## config.mk

```make
export PLATFORM = sky130hd
export DESIGN_NAME = brx_top
export DESIGN_NICKNAME = d
export VERILOG_FILES = /design/src/rtl/brx_pkg.sv /design/src/rtl/brx_control.sv /design/src/rtl/brx_datapath.sv /design/src/rtl/brx_top.sv
export SDC_FILE = /design/constraint.sdc
export NUM_CORES = 1
export LEC_CHECK = 0
export CAP_MARGIN = 10
export CORE_ASPECT_RATIO = 0.8
export CORE_MARGIN = 8
export CORE_UTILIZATION = 47
export CTS_CLUSTER_DIAMETER = 40
export DETAILED_ROUTE_END_ITERATION = 12
export PLACE_DENSITY_LB_ADDON = 0.05
export SLEW_MARGIN = 15
export SYNTH_ARGS = -nofsm -noshare
export SYNTH_HDL_FRONTEND = slang
export SYNTH_SLANG_ARGS = --single-unit
```

## constraint.sdc

```tcl
create_clock -name clk -period 3.3 [get_ports clk]
set_clock_uncertainty 0.1 [all_clocks]
set_input_delay 0.495 -clock clk [delete_from_list [all_inputs] [get_ports clk]]
set_output_delay 0.495 -clock clk [all_outputs]
set_load 0.02 [all_outputs]
```

## src/rtl/brx_pkg.sv

```systemverilog
package brx_pkg;

  typedef enum logic [1:0] {
    TGT_BRANCH = 2'd0,
    TGT_CALL   = 2'd1,
    TGT_REG    = 2'd2
  } tgtSel_e;

  // strobes from control to datapath
  typedef struct packed {
    logic    take;
    tgtSel_e tgtSel;
  } ctlStrobe_t;

  localparam logic [1:0] OP_BRANCH = 2'b00;
  localparam logic [1:0] OP_CALL   = 2'b01;
  localparam logic [1:0] OP_ARITH  = 2'b10;
  localparam logic [2:0] OP2_ICC   = 3'b010;
  localparam logic [5:0] OP3_JMPL  = 6'b111000;
  localparam logic [3:0] COND_ALWAYS = 4'h8;

  // low three bits pick the base test, bit 3 inverts it
  function automatic logic evalCond(input logic [3:0] code, input logic n,
                                    input logic z, input logic v, input logic c);
    logic base;
    unique case (code[2:0])
      3'd0: base = 1'b0;
      3'd1: base = z;
      3'd2: base = z | (n ^ v);
      3'd3: base = n ^ v;
      3'd4: base = c | z;
      3'd5: base = c;
      3'd6: base = n;
      default: base = v;
    endcase
    return base ^ code[3];
  endfunction

endpackage

```

## src/rtl/brx_control.sv

```systemverilog
module brx_control
  import brx_pkg::*;
#(
  parameter int HI_LSB   = 19,
  parameter int LINK_REG = 15
) (
  input  logic                instValid,
  input  logic [31:HI_LSB]    instHi,
  input  logic                flagN,
  input  logic                flagZ,
  input  logic                flagV,
  input  logic                flagC,
  output ctlStrobe_t          strobe,
  output logic                annul,
  output logic                linkWe,
  output logic [4:0]          linkIdx
);

  logic [1:0] opField;
  logic [2:0] op2Field;
  logic [5:0] op3Field;
  logic [3:0] condField;
  logic [4:0] rdField;
  logic       annulBit;
  logic       isBranch, isCall, isJmpl, condHit;

  assign opField   = instHi[31:30];
  assign annulBit  = instHi[29];
  assign rdField   = instHi[29:25];
  assign condField = instHi[28:25];
  assign op2Field  = instHi[24:22];
  assign op3Field  = instHi[24:19];

  assign isBranch = (opField == OP_BRANCH) && (op2Field == OP2_ICC);
  assign isCall   = (opField == OP_CALL);
  assign isJmpl   = (opField == OP_ARITH) && (op3Field == OP3_JMPL);
  assign condHit  = evalCond(condField, flagN, flagZ, flagV, flagC);

  always_comb begin
    strobe.take = instValid & ((isBranch & condHit) | isCall | isJmpl);
    if (isCall)      strobe.tgtSel = TGT_CALL;
    else if (isJmpl) strobe.tgtSel = TGT_REG;
    else             strobe.tgtSel = TGT_BRANCH;
  end

  assign annul   = instValid & isBranch & annulBit &
                   (~condHit | (condField == COND_ALWAYS));
  assign linkWe  = instValid & (isCall | isJmpl);
  assign linkIdx = isCall ? 5'(LINK_REG) : rdField;

endmodule

```

## src/rtl/brx_datapath.sv

```systemverilog
module brx_datapath
  import brx_pkg::*;
#(
  parameter int             ADDR_W      = 32,
  parameter int             BR_DISP_W   = 22,
  parameter int             CALL_DISP_W = 30,
  parameter logic [ADDR_W-1:0] RESET_PC = '0
) (
  input  logic                   clk,
  input  logic                   rst,
  input  logic                   instValid,
  input  ctlStrobe_t             strobe,
  input  logic [CALL_DISP_W-1:0] dispBits,
  input  logic [ADDR_W-1:0]      jmpSum,
  output logic [ADDR_W-1:0]      pcQ,
  output logic [ADDR_W-1:0]      npcQ
);

  localparam int WORD_SH = 2;
  localparam int BR_EXT  = ADDR_W - BR_DISP_W - WORD_SH;
  localparam int CALL_EXT = ADDR_W - CALL_DISP_W - WORD_SH;
  localparam logic [ADDR_W-1:0] STEP = ADDR_W'(4);

  logic [ADDR_W-1:0] brOffset, callOffset, target, npcNext;

  assign brOffset = {{BR_EXT{dispBits[BR_DISP_W-1]}}, dispBits[BR_DISP_W-1:0],
                     {WORD_SH{1'b0}}};

  generate
    if (CALL_EXT > 0) begin : g_callExt
      assign callOffset = {{CALL_EXT{dispBits[CALL_DISP_W-1]}}, dispBits,
                           {WORD_SH{1'b0}}};
    end else begin : g_callFull
      assign callOffset = {dispBits, {WORD_SH{1'b0}}};
    end
  endgenerate

  always_comb begin
    unique case (strobe.tgtSel)
      TGT_CALL: target = pcQ + callOffset;
      TGT_REG:  target = jmpSum;
      default:  target = pcQ + brOffset;
    endcase
    npcNext = strobe.take ? target : npcQ + STEP;
  end

  always_ff @(posedge clk) begin
    if (rst) begin
      pcQ  <= RESET_PC;
      npcQ <= RESET_PC + STEP;
    end else if (instValid) begin
      pcQ  <= npcQ;
      npcQ <= npcNext;
    end
  end

endmodule

```

## src/rtl/brx_top.sv

```systemverilog
module brx_top
  import brx_pkg::*;
#(
  parameter int ADDR_W      = 32,
  parameter int BR_DISP_W   = 22,
  parameter int CALL_DISP_W = 30,
  parameter int LINK_REG    = 15
) (
  input  logic              clk,
  input  logic              rst,
  input  logic              instValid,
  input  logic [31:0]       instWord,
  input  logic              flagN,
  input  logic              flagZ,
  input  logic              flagV,
  input  logic              flagC,
  input  logic [ADDR_W-1:0] jmpSum,
  output logic [ADDR_W-1:0] curPc,
  output logic [ADDR_W-1:0] nextPc,
  output logic              taken,
  output logic              annul,
  output logic              linkWe,
  output logic [4:0]        linkIdx,
  output logic [ADDR_W-1:0] linkData
);

  localparam int HI_LSB = 19;

  ctlStrobe_t strobe;

  brx_control #(.HI_LSB(HI_LSB), .LINK_REG(LINK_REG)) u_ctl (
    .instValid (instValid),
    .instHi    (instWord[31:HI_LSB]),
    .flagN     (flagN),
    .flagZ     (flagZ),
    .flagV     (flagV),
    .flagC     (flagC),
    .strobe    (strobe),
    .annul     (annul),
    .linkWe    (linkWe),
    .linkIdx   (linkIdx)
  );

  brx_datapath #(
    .ADDR_W(ADDR_W), .BR_DISP_W(BR_DISP_W), .CALL_DISP_W(CALL_DISP_W)
  ) u_dp (
    .clk       (clk),
    .rst       (rst),
    .instValid (instValid),
    .strobe    (strobe),
    .dispBits  (instWord[CALL_DISP_W-1:0]),
    .jmpSum    (jmpSum),
    .pcQ       (curPc),
    .npcQ      (nextPc)
  );

  assign taken    = strobe.take;
  assign linkData = curPc;

endmodule

```

# --- Yosys cells after proc, flatten, opt, wreduce, memory -nomap -nowiden ---
# Cells that the tools add are included.
word_totals:
  regBits: 64
  in_bits: 71
  output_inout_bits: 104
classes:
  add_sub_neg: 3
  eq_ne: 13
  muxes: 6
  bitwise: 15
  n_reduce_logical: 4
ops:
  columns: ["operator", "count"]
  rows:
  - ["$add A32 B32 Y32", 2]
  - ["$pmux W32 S2", 1]
  - ["$add A32 B3 Y32 const B", 1]
  - ["$mux W32", 1]
  - ["$eq A3 B2 Y1 const B", 3]
  - ["$eq A3 B3 Y1 const B", 3]
  - ["$pmux W1 S7", 1]
  - ["$and A1 B1 Y1", 6]
  - ["$eq A6 B6 Y1 const B", 1]
  - ["$or A1 B1 Y1", 6]
  - ["$mux W5", 1]
  - ["$eq A2 B1 Y1 const B", 2]
  - ["$eq A2 B2 Y1 const B", 2]
  - ["$eq A4 B4 Y1 const B", 1]
  - ["$mux W2", 2]
  - ["$eq A3 B1 Y1 const B", 1]
  - ["$logic_not A3 Y1", 1]
  - ["$logic_and A1 B1 Y1", 2]
  - ["$logic_not A2 Y1", 1]
  - ["$xor A1 B1 Y1", 2]
  - ["$not A1 Y1", 1]

# --- Depth between registers and ports, before layout ---
logic_depth:
  ltp_word: 9
  depth_mapped: 13
  ltp_nobuf: 12

# --- Hierarchy ---
# From an unflattened synthesis, not the netlist that was laid out.
unflattened:
  cells_unflattened: 723
  area_unflattened_um2: 5669.2
by_module_without_submodules:
  columns: ["module", "n_inst", "cells_per_inst", "area_per_inst_um2", "seq_area_each_um2"]
  rows:
  - ["brx_datapath", 1, 658, 5173.7, 1281.2]
  - ["brx_control", 1, 33, 255.2, 0.0]
  - ["brx_top", 1, 32, 240.2, 0.0]

# --- Worst setup path after synthesis ---
# No wires, ideal clock.
synth_timing:
  path_kind: "input-to-reg"
  startpoint: "input port instWord[30]"
  endpoint: "register u_dp.npcQ[28]"
  setup_time_ns: 0.115
  arrival_time_ns: 2.768
  required_time_ns: 3.085
  setup_slack_ns: 0.318
  stages: 13
  cell_sequence: "nor2b_1 nor2b_1 clkbuf_1 a21o_1 ha_1 nand3_1 o22ai_1 a211o_1 a21oi_1 o21ai_0 a31oi_1 xor2_1 a2111oi_0"
synth_between:
  elab_chain_len: 7
  word_cells_on_any_way: 15
  classes_between: "eq/ne (4); mux (4); bitwise (4); reduce/logical (3)"
synth_rtl:
  columns: ["element", "line", "text"]
  rows:
  - ["start, declared", "brx_top.sv:12", "input logic [31:0] instWord,"]
  - ["$eq A2 B2 Y1 or $logic_not A2 Y1 (tied branches)", "brx_control.sv:36, brx_control.sv:34", null]
  - ["$logic_and A1 B1 Y1, on equally long branches", "brx_control.sv:36, brx_control.sv:34", null]
  - ["$mux W2 or $and A1 B1 Y1 (tied branches)", "brx_control.sv:42, brx_control.sv:40", null]
  - ["$mux W2 or $or A1 B1 Y1 (tied branches)", "brx_control.sv:41, brx_control.sv:40", null]
  - ["$eq A2 B2 Y1 (tied with other cells)", "brx_datapath.sv:39", "unique case (strobe.tgtSel)"]
  - ["$pmux W32 S2 or $and A1 B1 Y1 (tied branches)", "brx_datapath.sv:39, brx_control.sv:40", null]
  - ["$mux W32 *", "brx_datapath.sv:44", "npcNext = strobe.take ? target : npcQ + STEP;"]
  - ["end signal, assigned", "brx_datapath.sv:50", "npcQ <= RESET_PC + STEP;"]
  - ["end signal, assigned", "brx_datapath.sv:53", "npcQ <= npcNext;"]
  - ["end, declared", "brx_datapath.sv:16", "output logic [ADDR_W-1:0] npcQ"]
# Mark *: on every way between the ends. The rest lies on a longest branch, timed or not.
# A chain may end at the register's enable or synchronous reset.

# --- Worst setup path after layout ---
layout_timing:
  startpoint: "input port instWord[0]"
  endpoint: "register u_dp.npcQ[20]"
layout_between:
  elab_chain_len: 3
  word_cells_on_any_way: 4
  classes_between: "add/sub (2); mux (2)"
layout_rtl:
  columns: ["element", "line"]
  rows:
  - ["$add A32 B32 Y32, on equally long branches", "brx_datapath.sv:42, brx_datapath.sv:40"]
  - ["$pmux W32 S2 *", "brx_datapath.sv:39"]
  - ["$mux W32 *", "brx_datapath.sv:44"]
# Marked as above.

==> flow_summary_export.csv <==
group,metric,value,unit
grt,grt_util_met2,36.9,%
grt,grt_pass1_wl,30.5,mm
logic_synthesis,syn_area_per_cell,7.77,um2
logic_synthesis,ys_ff_latch,64,
logic_synthesis,yosys_warnings,0,
placed_design,dp_cells,998,
grt,grt_max_degree,41,
placed_design,gp_congestion,0.931,
route,post_drt_wl_per_cell,19.1,um
worst_setup_path,r2r_slack,0.37,ns
timing,setup_ws,0.120,ns
placed_design,post-place-ws,-0.216,ns
timing,rsz0062_at_grt,"false",
floorplan,fp.dieH,111,um
worst_setup_path,cp_max_fo,4,
timing,worst_slew_pin_slew,0.625,ns
final_layout,fillCellCount,898,
floorplan,die_area,0.0150,mm2
route,vias,6008,
clocking,cts_tree,"yes",
worst_hold_path,min-delay-path-class,"flop to flop",
timing,slew-limit-headroom,58.3,%
logic_synthesis,synth-compound-area-share,26.6,%
power,ir_worst_vdd,315,uV
clocking,cts_buffers,9,
clocking,clkTransAtPathRegs,0.06,ns
grt,grt.overflow.total,0,
logic_synthesis,ys.flop_type,"dfxtp_1",
logic_synthesis,yosysUniqueCellTypes,72,
route,dr.first_iter.drc_count,604,
logic_synthesis,synth_xor_area_share,4.45,%
timing,whs,0.431,ns
job,drv_cap,0,
logic_synthesis,yosysTopAreaCellShare,24.1,%
timing,hold_viol_final,0,
grt,antenna_found_initial,0,
route,ant_nets,0,
final_layout,drive_gt1_share,12.0,%
final_layout,multiInputGateArea,0.00362,mm2
placed_design,port_buffers,174,
worst_setup_path,crit_type,"primary input to flop",
worst_setup_path,r2r-start,"u_dp.pcQ[2]",
floorplan,ios,175,
timing,post-route-period-util,96.4,%
worst_hold_path,hold-path-cell-count,2,
power,p_per_area,306,mW/mm2
logic_synthesis,syn-cell-area,0.00531,mm2
floorplan,die_w,135,um
worst_setup_path,worst_setup_path_end_kind,"flop",
worst_setup_path,r2r_cells,9,
logic_synthesis,synth_top_family_by_area,"compound AO/OA/AOI/OAI gates",
route,avgViaCountPerCell,5.93,
grt,met1_usage,34.7,%
route,dr.pass1.iters,5,
clocking,worstSkewPairLatency,0.34,ns
clocking,root_buffer,"clkbuf_16",
logic_synthesis,synth_top_cell_by_area,"dfxtp_1",
status,status,"complete, no violations",
final_layout,fin_nets,967,
route,wirelength,19.4,mm
clocking,cts.path.max_buffers,2,
worst_setup_path,r2r_end,"u_dp.npcQ[20]",
grt,grt_use_met3,6.30,%
final_layout,diodes,0,
timing,fin_crit,3.18,ns
logic_synthesis,synth_area_leaders,"dfxtp_1 24%, ha_1 7.1%, mux2i_1 6.6%, nor2_1 5.4%, a21oi_1 5.2%",
logic_synthesis,synth_cells,683,
floorplan,core-area,0.0109,mm2
logic_synthesis,ys_seq_area_share,24.1,%
floorplan,rows,34,
placed_design,dp_hpwl,14.7,mm
logic_synthesis,synthAdderAreaFrac,7.45,%
grt,grt_pass1_vias,5640,
worst_setup_path,arrival,3.30,ns
worst_setup_path,cp-start-kind,"primary input",
final_layout,fin_cells,1013,
logic_synthesis,syn_nets,785,
final_layout,area_growth,43.3,%
logic_synthesis,async_flop_share,0,%
logic_synthesis,synth_edf_count,0,
grt,grtUsageTotal,24.8,%
timing,fmax,0.314,GHz
logic_synthesis,synthMuxAreaShare,6.88,%
worst_hold_path,holdPathEnd,"u_dp.npcQ[0]",
floorplan,initial_core_util,48.6,%
clocking,h-tree-depth,3,
final_layout,regArea,0.00128,mm2
timing,drv_slew,0,
logic_synthesis,synthSimpleGateAreaFrac,22.0,%
timing,setup_violations,0,
timing,finalSetupTns,0,ns
clocking,cts.sinks,64,
grt,top_usage_layer,"met2",
clocking,post_cts_buffers,0,
power,leakage,3.21,nW
worst_setup_path,worstPathRequired,3.42,ns
worst_hold_path,hold_start,"u_dp.pcQ[0]",
route,drc,0,
[sequential cells by signal (all words and copies together) (netlist names)]
register   flops
u_dp.pcQ      32
u_dp.npcQ     32
[placed cells by master, fill, tap and decap left out, types with 12 or more instances in the layout]
master	count
buf_4	64
clkdlybuf4s50_1	171
a21oi_1	55
o21ai_0	34
xor2_1	12
ha_1	30
xnor2_1	15
mux2i_1	35
a31oi_1	19
inv_1	16
a21o_1	18
dfxtp_1	64
nand4_1	12
nand2_1	67
nand3_1	16
nor2_1	77
[cells by family (layout without fill, tap and decap cells)]
group                    count (synthesis)  in the layout
adder cells (fa/ha/maj)                 31             31
flip-flops                              64             64
AND/OR/NAND/NOR                        234            234
AO/OA/AOI/OAI                          208            208
buffers and inverters                   83            269
XOR/XNOR                                27             27
multiplexers                            36             36
[where the power goes]
part,switching [mW],leakage (nW),total [mW],internal [mW]
sequential,0.0432,0.519,0.844,0.801
clock,0.358,0.125,0.858,0.500
combinational,0.315,2.57,0.624,0.309
[per-layer routing]
metal  wire length [um]  up-vias
met5                  0        -
met4                279        0
met3               1890       28
met2               8400      298
met1               8830     2824
li1                   -     2858
[cell type report]
cell class | count | area share, %
multi-input combinational | 536 | 47.6
timing repair buffer | 237 | 29.0
clock buffer | 11 | 3.06
tap | 144 | 2.37
sequential | 64 | 16.8
clock inverter | 4 | 0.296
inverter | 17 | 0.839
[what timing repair did]
action	4_1_cts	5_1_grt
setup endpoints to repair	0	5
endpoints found under the hold margin	0	0
gates resized for setup	0	7
hold buffers	0	0
[critical path: stages]
cell	delay, ns
clkdlybuf4s50_1	0.41
ha_1	0.24
fa_1	0.41
a21o_1	0.23
a221oi_4	0.29
nand4b_1	0.20
a211oi_2	0.12
o41ai_4	0.39
xor2_1	0.12
a2111oi_0	0.40
[cells in the mapped netlist (3+ instances only)]
cell and instances:
nor2_1 77, nand2_1 67, dfxtp_1 64, a21oi_1 55, mux2i_1 35, o21ai_0 34, buf_4 32, ha_1 30
clkbuf_1 26, a31oi_1 19, a21o_1 18, inv_1 16, nand3_1 16, xnor2_1 15, nand4_1 12, xor2_1 12
and3_1 11, o211ai_1 11, nor3_1 8, a211oi_1 7, buf_2 7, nor2b_1 6, o22ai_1 6, or3_1 6
a311oi_1 5, o21bai_1 5, and2_1 4, and4_1 4, o31ai_1 4, or2_2 4, a2111oi_0 3, a21boi_0 3
a311o_1 3, nand4b_1 3, o21a_1 3, o21ai_1 3, o221ai_1 3
[metrics by stage]
| step | area, um2 | total power [mW] | util (%) |
|---|---|---|---|
| floorplan | 5310 | 1.18 | - |
| global placement | 7320 | 1.46 | 67.0 |
| detailed placement | 7320 | 1.47 | 67.0 |
| CTS | 7580 | 2.33 | 69.3 |
| global route | 7610 | 2.42 | 69.6 |
| finish | 7610 | 2.33 | 69.6 |
[how the worst max path moves through the flow]
stage	start	endpoint	slack (ns)	depth (start not counted)
after floorplan	instWord[30]	u_dp.npcQ[28]	0.32	13
after global placement	instWord[0]	u_dp.npcQ[20]	-0.14	10
after detailed placement	instWord[0]	u_dp.npcQ[20]	-0.22	10
after CTS	instWord[31]	taken	0.01	8
after global routing	instWord[0]	u_dp.npcQ[20]	0.02	10
final	instWord[0]	u_dp.npcQ[20]	0.12	10
Power figures use the tool's default switching activity.
